## config.mk

```make
export PLATFORM = sky130hd
export DESIGN_NAME = rle_sample_compressor
export DESIGN_NICKNAME = d
export VERILOG_FILES = /design/src/rtl/rle_pkg.sv /design/src/rtl/rle_run_counter.sv /design/src/rtl/rle_change_det.sv /design/src/rtl/rle_record_reg.sv /design/src/rtl/rle_sample_compressor.sv
export SDC_FILE = /design/constraint.sdc
export NUM_CORES = 1
export LEC_CHECK = 0
export BUFFER_PORTS_ARGS = -buffer_cell sky130_fd_sc_hd__buf_2
export CORE_UTILIZATION = 52
export DETAILED_ROUTE_END_ITERATION = 16
export PLACE_DENSITY_LB_ADDON = 0.25
export SYNTH_ARGS = -nofsm -noshare
export SYNTH_HDL_FRONTEND = slang
export SYNTH_HIERARCHICAL = 1
export SYNTH_SLANG_ARGS = --single-unit
```

## constraint.sdc

```tcl
create_clock -name clk -period 2.3 [get_ports clk]
set_input_delay 0.345 -clock clk [delete_from_list [all_inputs] [get_ports clk]]
set_output_delay 0.345 -clock clk [all_outputs]
set_load 0.01 [all_outputs]
```

## src/rtl/rle_pkg.sv

```systemverilog
package rle_pkg;

  // Largest count a record may carry; all-ones is left unused and zero marks an empty slot.
  function automatic int unsigned cnt_ceiling(input int unsigned cnt_w);
    return (32'd1 << cnt_w) - 32'd2;
  endfunction

  // Count after one more matching qualified sample.
  function automatic int unsigned cnt_advance(input int unsigned cnt);
    return cnt + 32'd1;
  endfunction

  // Position of the count field inside a record word.
  function automatic int unsigned cnt_lsb(input int unsigned val_w);
    return val_w;
  endfunction

endpackage

```

## src/rtl/rle_run_counter.sv

```systemverilog
module rle_run_counter #(
  parameter int CNT_W = 8
) (
  input  logic             clk,
  input  logic             rst_n,
  input  logic             load_one,
  input  logic             clear,
  input  logic             bump,
  output logic [CNT_W-1:0] run_cnt,
  output logic             run_live,
  output logic             at_ceiling
);
  localparam logic [CNT_W-1:0] CNT_MAX = CNT_W'(rle_pkg::cnt_ceiling(CNT_W));

  assign at_ceiling = (run_cnt == CNT_MAX);

  always_ff @(posedge clk) begin
    if (!rst_n) begin
      run_cnt  <= '0;
      run_live <= 1'b0;
    end else if (load_one) begin
      run_cnt  <= CNT_W'(1);
      run_live <= 1'b1;
    end else if (clear) begin
      run_cnt  <= '0;
      run_live <= 1'b0;
    end else if (bump) begin
      run_cnt  <= CNT_W'(rle_pkg::cnt_advance(int'(run_cnt)));
    end
  end


  cnt_bound_chk: assert property (@(posedge clk) disable iff (!rst_n)
    run_cnt <= CNT_MAX);


  bump_step_chk: assert property (@(posedge clk) disable iff (!rst_n)
    (bump && !load_one && !clear) |=> run_cnt == $past(run_cnt) + CNT_W'(1));


  live_cnt_agree_chk: assert property (@(posedge clk) disable iff (!rst_n)
    run_live == (run_cnt != '0));

endmodule

```

## src/rtl/rle_change_det.sv

```systemverilog
module rle_change_det #(
  parameter int VAL_W = 8
) (
  input  logic             clk,
  input  logic             rst_n,
  input  logic             capture,
  input  logic [VAL_W-1:0] probe,
  output logic [VAL_W-1:0] held_val,
  output logic             differs
);
  always_ff @(posedge clk) begin
    if (!rst_n)       held_val <= '0;
    else if (capture) held_val <= probe;
  end

  assign differs = (probe != held_val);


  capture_hold_chk: assert property (@(posedge clk) disable iff (!rst_n)
    capture |=> held_val == $past(probe));

endmodule

```

## src/rtl/rle_record_reg.sv

```systemverilog
module rle_record_reg #(
  parameter int CNT_W = 8,
  parameter int VAL_W = 8
) (
  input  logic                   clk,
  input  logic                   rst_n,
  input  logic                   emit,
  input  logic [CNT_W-1:0]       cnt,
  input  logic [VAL_W-1:0]       val,
  output logic                   rec_valid,
  output logic [CNT_W+VAL_W-1:0] rec_word
);
  always_ff @(posedge clk) begin
    if (!rst_n) begin
      rec_valid <= 1'b0;
      rec_word  <= '0;
    end else begin
      rec_valid <= emit;
      rec_word  <= emit ? {cnt, val} : '0;
    end
  end


  emit_nonzero_chk: assert property (@(posedge clk) disable iff (!rst_n)
    emit |-> cnt != '0);

endmodule

```

## src/rtl/rle_sample_compressor.sv

```systemverilog
module rle_sample_compressor #(
  parameter int CNT_W = 8,
  parameter int VAL_W = 8
) (
  input  logic                   clk,
  input  logic                   rst_n,
  input  logic                   arm,
  input  logic                   sample_en,
  input  logic                   flush,
  input  logic [VAL_W-1:0]       probe,
  output logic                   rec_valid,
  output logic [CNT_W+VAL_W-1:0] rec_word
);
  localparam int          REC_W   = CNT_W + VAL_W;
  localparam int          CNT_LSB = rle_pkg::cnt_lsb(VAL_W);
  localparam logic [CNT_W-1:0] CNT_MAX = CNT_W'(rle_pkg::cnt_ceiling(CNT_W));

  logic             qual;
  logic             differs;
  logic [VAL_W-1:0] run_val;
  logic [CNT_W-1:0] run_cnt;
  logic             run_live;
  logic             at_ceiling;
  logic             ev_change, ev_sat, ev_flush, emit;
  logic             load_one, clear, bump;

  // Named internal events, also used by the assertions below.
  assign qual      = sample_en && !arm;
  assign ev_change = qual && run_live && differs;
  assign ev_sat    = qual && run_live && !differs && at_ceiling;
  assign ev_flush  = flush && !arm && run_live;
  assign emit      = ev_change || ev_sat || ev_flush;
  assign load_one  = qual && (!run_live || emit);
  assign clear     = arm || (flush && !qual);
  assign bump      = qual && run_live && !emit;

  rle_change_det #(.VAL_W(VAL_W)) det_i (
    .clk(clk), .rst_n(rst_n), .capture(load_one), .probe(probe),
    .held_val(run_val), .differs(differs)
  );

  rle_run_counter #(.CNT_W(CNT_W)) cnt_i (
    .clk(clk), .rst_n(rst_n), .load_one(load_one), .clear(clear), .bump(bump),
    .run_cnt(run_cnt), .run_live(run_live), .at_ceiling(at_ceiling)
  );

  rle_record_reg #(.CNT_W(CNT_W), .VAL_W(VAL_W)) rec_i (
    .clk(clk), .rst_n(rst_n), .emit(emit), .cnt(run_cnt), .val(run_val),
    .rec_valid(rec_valid), .rec_word(rec_word)
  );


  empty_word_chk: assert property (@(posedge clk) disable iff (!rst_n)
    !rec_valid |-> rec_word == '0);


  rec_cnt_range_chk: assert property (@(posedge clk) disable iff (!rst_n)
    rec_valid |-> (rec_word[REC_W-1:CNT_LSB] != '0) &&
                  (rec_word[REC_W-1:CNT_LSB] <= CNT_MAX));


  change_emits_chk: assert property (@(posedge clk) disable iff (!rst_n)
    (sample_en && !arm && run_live && probe != run_val) |=> rec_valid);


  flush_emits_chk: assert property (@(posedge clk) disable iff (!rst_n)
    (flush && !arm && run_live) |=> rec_valid);


  arm_silent_chk: assert property (@(posedge clk) disable iff (!rst_n)
    arm |=> !rec_valid);


  idle_hold_chk: assert property (@(posedge clk) disable iff (!rst_n)
    (!sample_en && !flush && !arm) |=> !rec_valid && $stable(run_cnt));

endmodule

```

; After elaboration in Yosys (flattened, before gate mapping)
; Index checks and enable logic that the tools add are counted.
[word_totals]
latch_bits = 0
mem_bits_rw = 0
ff_bits = 34
out_inout_bits = 17
inputBits = 13
memories = 0
elab_cells = 38
romBits = 0
[op_classes]
bitwise = 1
shift = 0
n_lt_le_gt_ge = 0
mul = 0
div_mod_pow = 0
reduce_logical = 23
n_eq_ne = 2
mux = 5
n_addsub = 1
[op_table]
columns = operator, count
row1 = 1-bit logical AND, 10
row2 = 8-bit by 1-bit adder with 8-bit output (second input constant), 1
row3 = 8-bit equality test (second input constant), 1
row4 = 8-bit != test, 1
row5 = 1-bit zero test, 5
row6 = 1-bit 2-to-1 mux, 5
row7 = 1-bit logical OR, 4
row8 = 3-bit nonzero test, 1
row9 = 3-bit OR reduction, 1
row10 = 2-bit AND reduction, 1
row11 = 2-bit nonzero test, 1
row12 = 1-bit inverter, 1

; Longest topological paths before layout
[depth]
ltp_word = 12
ltp_mapped = 10
ltp_nobuf = 9

; Cells and area by module
; The synthesis kept the hierarchy.
[by_module_without_submodules]
columns = mod, area_per_inst_um2, seq_area_each_um2, cells_per_inst, instances
row1 = rle_record_reg, 475.5, 340.3, 36, 1
row2 = rle_run_counter, 404.1, 180.2, 46, 1
row3 = rle_change_det, 384.1, 160.2, 36, 1
row4 = rle_sample_compressor, 61.3, 0.0, 8, 1

; Worst setup path before layout
; No wires, ideal clock.
[synth_path]
path_type = input port to flip-flop
from = input probe[2]
to = register cnt_i.run_cnt[5]
slack_ns = 0.212
t_required_ns = 2.230
t_arrival_ns = 2.018
setup_ns = 0.070
cell_stages = 9
path_cell_list = xor2_1 > nor4_1 > nand2_1 > nor4b_2 > nor3b_2 > buf_2 > nand4_2 > or3_1 > a21oi_1
[synth_lines]
columns = element, line
row1 = start: declaration, rle_sample_compressor.sv:10  ; input logic [VAL_W-1:0] probe,
row2 = 8-bit != test (*), rle_change_det.sv:16  ; assign differs = (probe != held_val);
row3 = net differs, rle_sample_compressor.sv:19  ; logic differs;
row4 = 1-bit zero test, rle_sample_compressor.sv:30  ; assign ev_sat = qual && run_live && !differs && at_ceiling;
row5 = 1-bit logical AND (2 in series), rle_sample_compressor.sv:30
row6 = 1-bit logical OR (*) (2 in series), rle_sample_compressor.sv:32  ; assign emit = ev_change || ev_sat || ev_flush;
row7 = 1-bit zero test (*), rle_sample_compressor.sv:35  ; assign bump = qual && run_live && !emit;
row8 = 1-bit logical AND (*), rle_sample_compressor.sv:35
row9 = net bump, rle_sample_compressor.sv:25  ; logic load_one, clear, bump;
row10 = end signal: assignment, rle_run_counter.sv:28  ; run_cnt <= CNT_W'(rle_pkg::cnt_advance(int'(run_cnt)));
row11 = end: declaration, rle_run_counter.sv:9  ; output logic [CNT_W-1:0] run_cnt,
; The timed path passes the listed nets; every way through them passes the cells marked *.
; A chain may end at the register's enable or synchronous reset.

; Worst setup path after layout
[layout_path]
from = register det_i.held_val[5]
to = register cnt_i.run_cnt[7]
[layout_lines]
columns = element, line
row1 = start: declaration, rle_change_det.sv:8  ; output logic [VAL_W-1:0] held_val,
row2 = start signal: assignment, rle_change_det.sv:13  ; else if (capture) held_val <= probe;
row3 = 8-bit != test (*), rle_change_det.sv:16
row4 = net differs, rle_sample_compressor.sv:19
row5 = 1-bit zero test, rle_sample_compressor.sv:30
row6 = 1-bit logical AND (2 in series), rle_sample_compressor.sv:30
row7 = 1-bit logical OR (*) (2 in series), rle_sample_compressor.sv:32
row8 = 1-bit zero test (*), rle_sample_compressor.sv:35
row9 = 1-bit logical AND (*), rle_sample_compressor.sv:35
row10 = net bump, rle_sample_compressor.sv:25
; Marks and branches as above.

==> results.py <==
metrics = {
    "status": {
        "outcome": "finished, final reports clean",
    },
    "timing": {
        "finalMaxSlewViolations": 0,
        "rsz0062_at_grt": "yes",
        "period_share": 0.9805,
        "setup_slack_ps": 44.80,
        "period_minus_slack_ps": 2255,
        "worstMarginPinSlew_ps": 686.7,
        "whs_ps": 302.4,
        "setup_viol_count_final": 0,
        "fmax_ghz": 0.4434,
        "maxSlewHeadroom": 0.5402,
        "finalHoldViolCount": 0,
        "finalClockSkew_ps": 8.542,
    },
    "global_route": {
        "grt_pass1_vias": 1019,
        "grt_max_degree": 29,
        "antenna_found_initial": 0,
        "grt_overflow": 0,
        "track_usage": 0.2318,
        "grt_first_pass_wirelength_mm": 4.491,
    },
    "synthesis": {
        "syn_inst": 126,
        "synth.cell_area_um2": 1325,
        "synth_top_area_share": 0.5137,
        "syn-num-nets": 141,
        "ys_seq_area_frac": 0.5137,
        "ys_types": 29,
        "synth_area_leader_cell": "dfxtp_1",
        "synth_seq_cells": 34,
        "async_flop_share": 0,
        "yosys_most_used_dff": "dfxtp_1",
        "yosysWarnings": 6,
        "ys_top_cells_by_count": "dfxtp_1 (34), xor2_1 (11), and3_1 (9), nor2b_1 (9)",
        "synth_edf_count": 0,
        "syn_area_per_cell_um2": 10.52,
        "yosys-top-cells-area": "dfxtp_1 (51%), xor2_1 (7.3%), mux2i_1 (6.0%)",
        "yosysMostFrequentCell": "dfxtp_1",
    },
    "setup_path": {
        "worst_ep_required_time_ps": 2560,
        "worstSetupPathType": "flip-flop to flip-flop",
        "end_kind": "flip-flop",
        "crit_buf_inv": 0,
        "start_kind": "flip-flop",
        "cp.arrival_ps": 2520,
        "path_cells": "xor2_1 -> nor4_1 -> nand2_1 -> nor4b_4 -> nor3b_4 -> nand4_2 -> or3_4 -> a21oi_2",
        "critPathMaxFanout": 4,
        "slowest_delay_ps": 370,
        "crit_family": "simple AND/OR/NAND/NOR gates",
        "slowest_stage": "or3_4",
    },
    "die": {
        "die_area_um2": 2754,
        "die_y_um": 52.48,
        "rows": 17,
        "start_util": 0.5768,
        "die_w_um": 52.48,
        "core_um2": 2297,
        "io_pins": 30,
    },
    "clock_network": {
        "postCtsHoldBufs": 0,
        "cts_buffer_depth": 2,
        "tritoncts": "yes",
        "cts_made_buffers": 5,
        "root_buffer": "clkbuf_4",
        "h-tree-depth": 2,
        "cts.clk_slew.worst_paths_ps": 100,
        "cts_sinks": 34,
        "clkLatencyLatePin_ps": 340,
    },
    "routing": {
        "firstDrtPassIters": 6,
        "drc": 0,
        "wl_mm": 2.735,
        "vias_per_cell": 5.342,
        "via_count": 1031,
        "wire_per_inst_um": 14.17,
        "drt_iter0_markers": 21,
        "ant_nets": 0,
    },
    "finish": {
        "design_area_um2": 1649,
        "drive_gt1_frac": 0.3636,
        "area.growth.synth_to_final_pct": 24.46,
        "n_fill_cell": 167,
        "fin_nets": 179,
        "antenna_cells": 0,
    },
    "placement": {
        "io_buffers": 29,
        "place_area_um2": 1515,
        "routabilityCongestion": 0.7461,
        "dpl_worst_slack_ps": -148.7,
        "dp_hpwl_mm": 1.796,
    },
    "flow_run": {
        "cap_violations": 0,
    },
    "power_and_ir_drop": {
        "p_per_area_nw_per_um2": 657.9,
        "power_uw": 1085,
        "ir_worst_vdd_mv": 0.5371,
        "p_leak_uw": 0.0007702,
    },
    "hold_path": {
        "min_path_type": "primary input to flip-flop",
    },
}
[worst register-to-register path, stage by stage (launching register included)]
cell and delay, ps:
dfxtp_1 340, xor2_1 160, nor4_1 290, nand2_1 150
nor4b_4 260, nor3b_4 290, nand4_2 160, or3_4 370
a21oi_2 160
[flip-flops by register name, summed over array words and instances (netlist names)]
name             flops
cnt_i/run_cnt        8
rec_i/rec_word      16
rec_i/rec_valid      1
det_i/held_val       8
cnt_i/run_live       1
[final cells by class]
class	count	area, um^2	share of cell area
flip-flops and latches	34	681.9	0.4135
multi-input cells	86	655.6	0.3976
repair buffers	35	190.2	0.1153
clock buffers	8	78.83	0.04780
well taps	28	35.03	0.02124
inverters	2	7.507	0.004552
[stage by stage]
step                utilization  cells  TNS, ps
detailed placement       0.6596    183   -378.6
global placement         0.6596    183   -55.52
floorplan                     -    126        0
global route             0.7179    193   -221.0
CTS                      0.7042    191   -32.04
finish                   0.7179    193        0
[cell usage in the layout, fill, tap and decap left out, drive strengths merged, types with 3 or more instances in the layout]
cell / instances
nand3: 3
mux2i: 8
a21oi: 3
buf: 35
o21ai: 3
xor2: 11
dfxtp: 34
nand4: 3
nand2: 4
and3: 16
clkbuf: 8
nor2b: 9
or3: 3
nor2: 8
[layer usage]
metal  wire [um]  vias to the layer above  track usage
met2        1367                       36       0.4030
li1            -                      512            -
met1        1172                      476       0.2505
met4          36                        0      0.07456
met3         160                        7      0.09855
met5           0                        -            0
[worst paths after layout]
kind / depth (start not counted) / end / start / slack [ps]
worst max register to register: 8 / cnt_i/run_cnt[7] / det_i/held_val[5] / 40
worst min-delay path: 3 / det_i/held_val[3] / probe[3] / 300
worst min register to register: 2 / cnt_i/run_cnt[6] / cnt_i/run_cnt[6] / 520
worst max-delay path: 8 / cnt_i/run_cnt[7] / det_i/held_val[5] / 40
[where the power goes]
part	switching [uW]	internal [uW]	total, uW
clock	196	209	405
combinational	40.8	33.4	74.2
sequential	7.47	598	605
[cell families (layout without fill, tap and decap cells)]
kind of cell / after synthesis / after routing / share of synthesized area
buffers and inverters: 6 / 45 / 0.02927
AO/OA/AOI/OAI: 10 / 10 / 0.04532
adder cells (fa/ha/maj): 2 / 2 / 0.01888
flip-flops: 34 / 34 / 0.5137
XOR/XNOR: 12 / 12 / 0.07932
AND/OR/NAND/NOR: 54 / 54 / 0.2531
multiplexers: 8 / 8 / 0.06044
[repair_timing]
item / 4_1_cts / 5_1_grt
pin swaps: 0 / 7
buffers inserted: 0 / 3
resized for setup: 3 / 4
cloned: 0 / 0
setup endpoints to repair: 8 / 8
No activity file was read; power rests on OpenSTA's default activity.
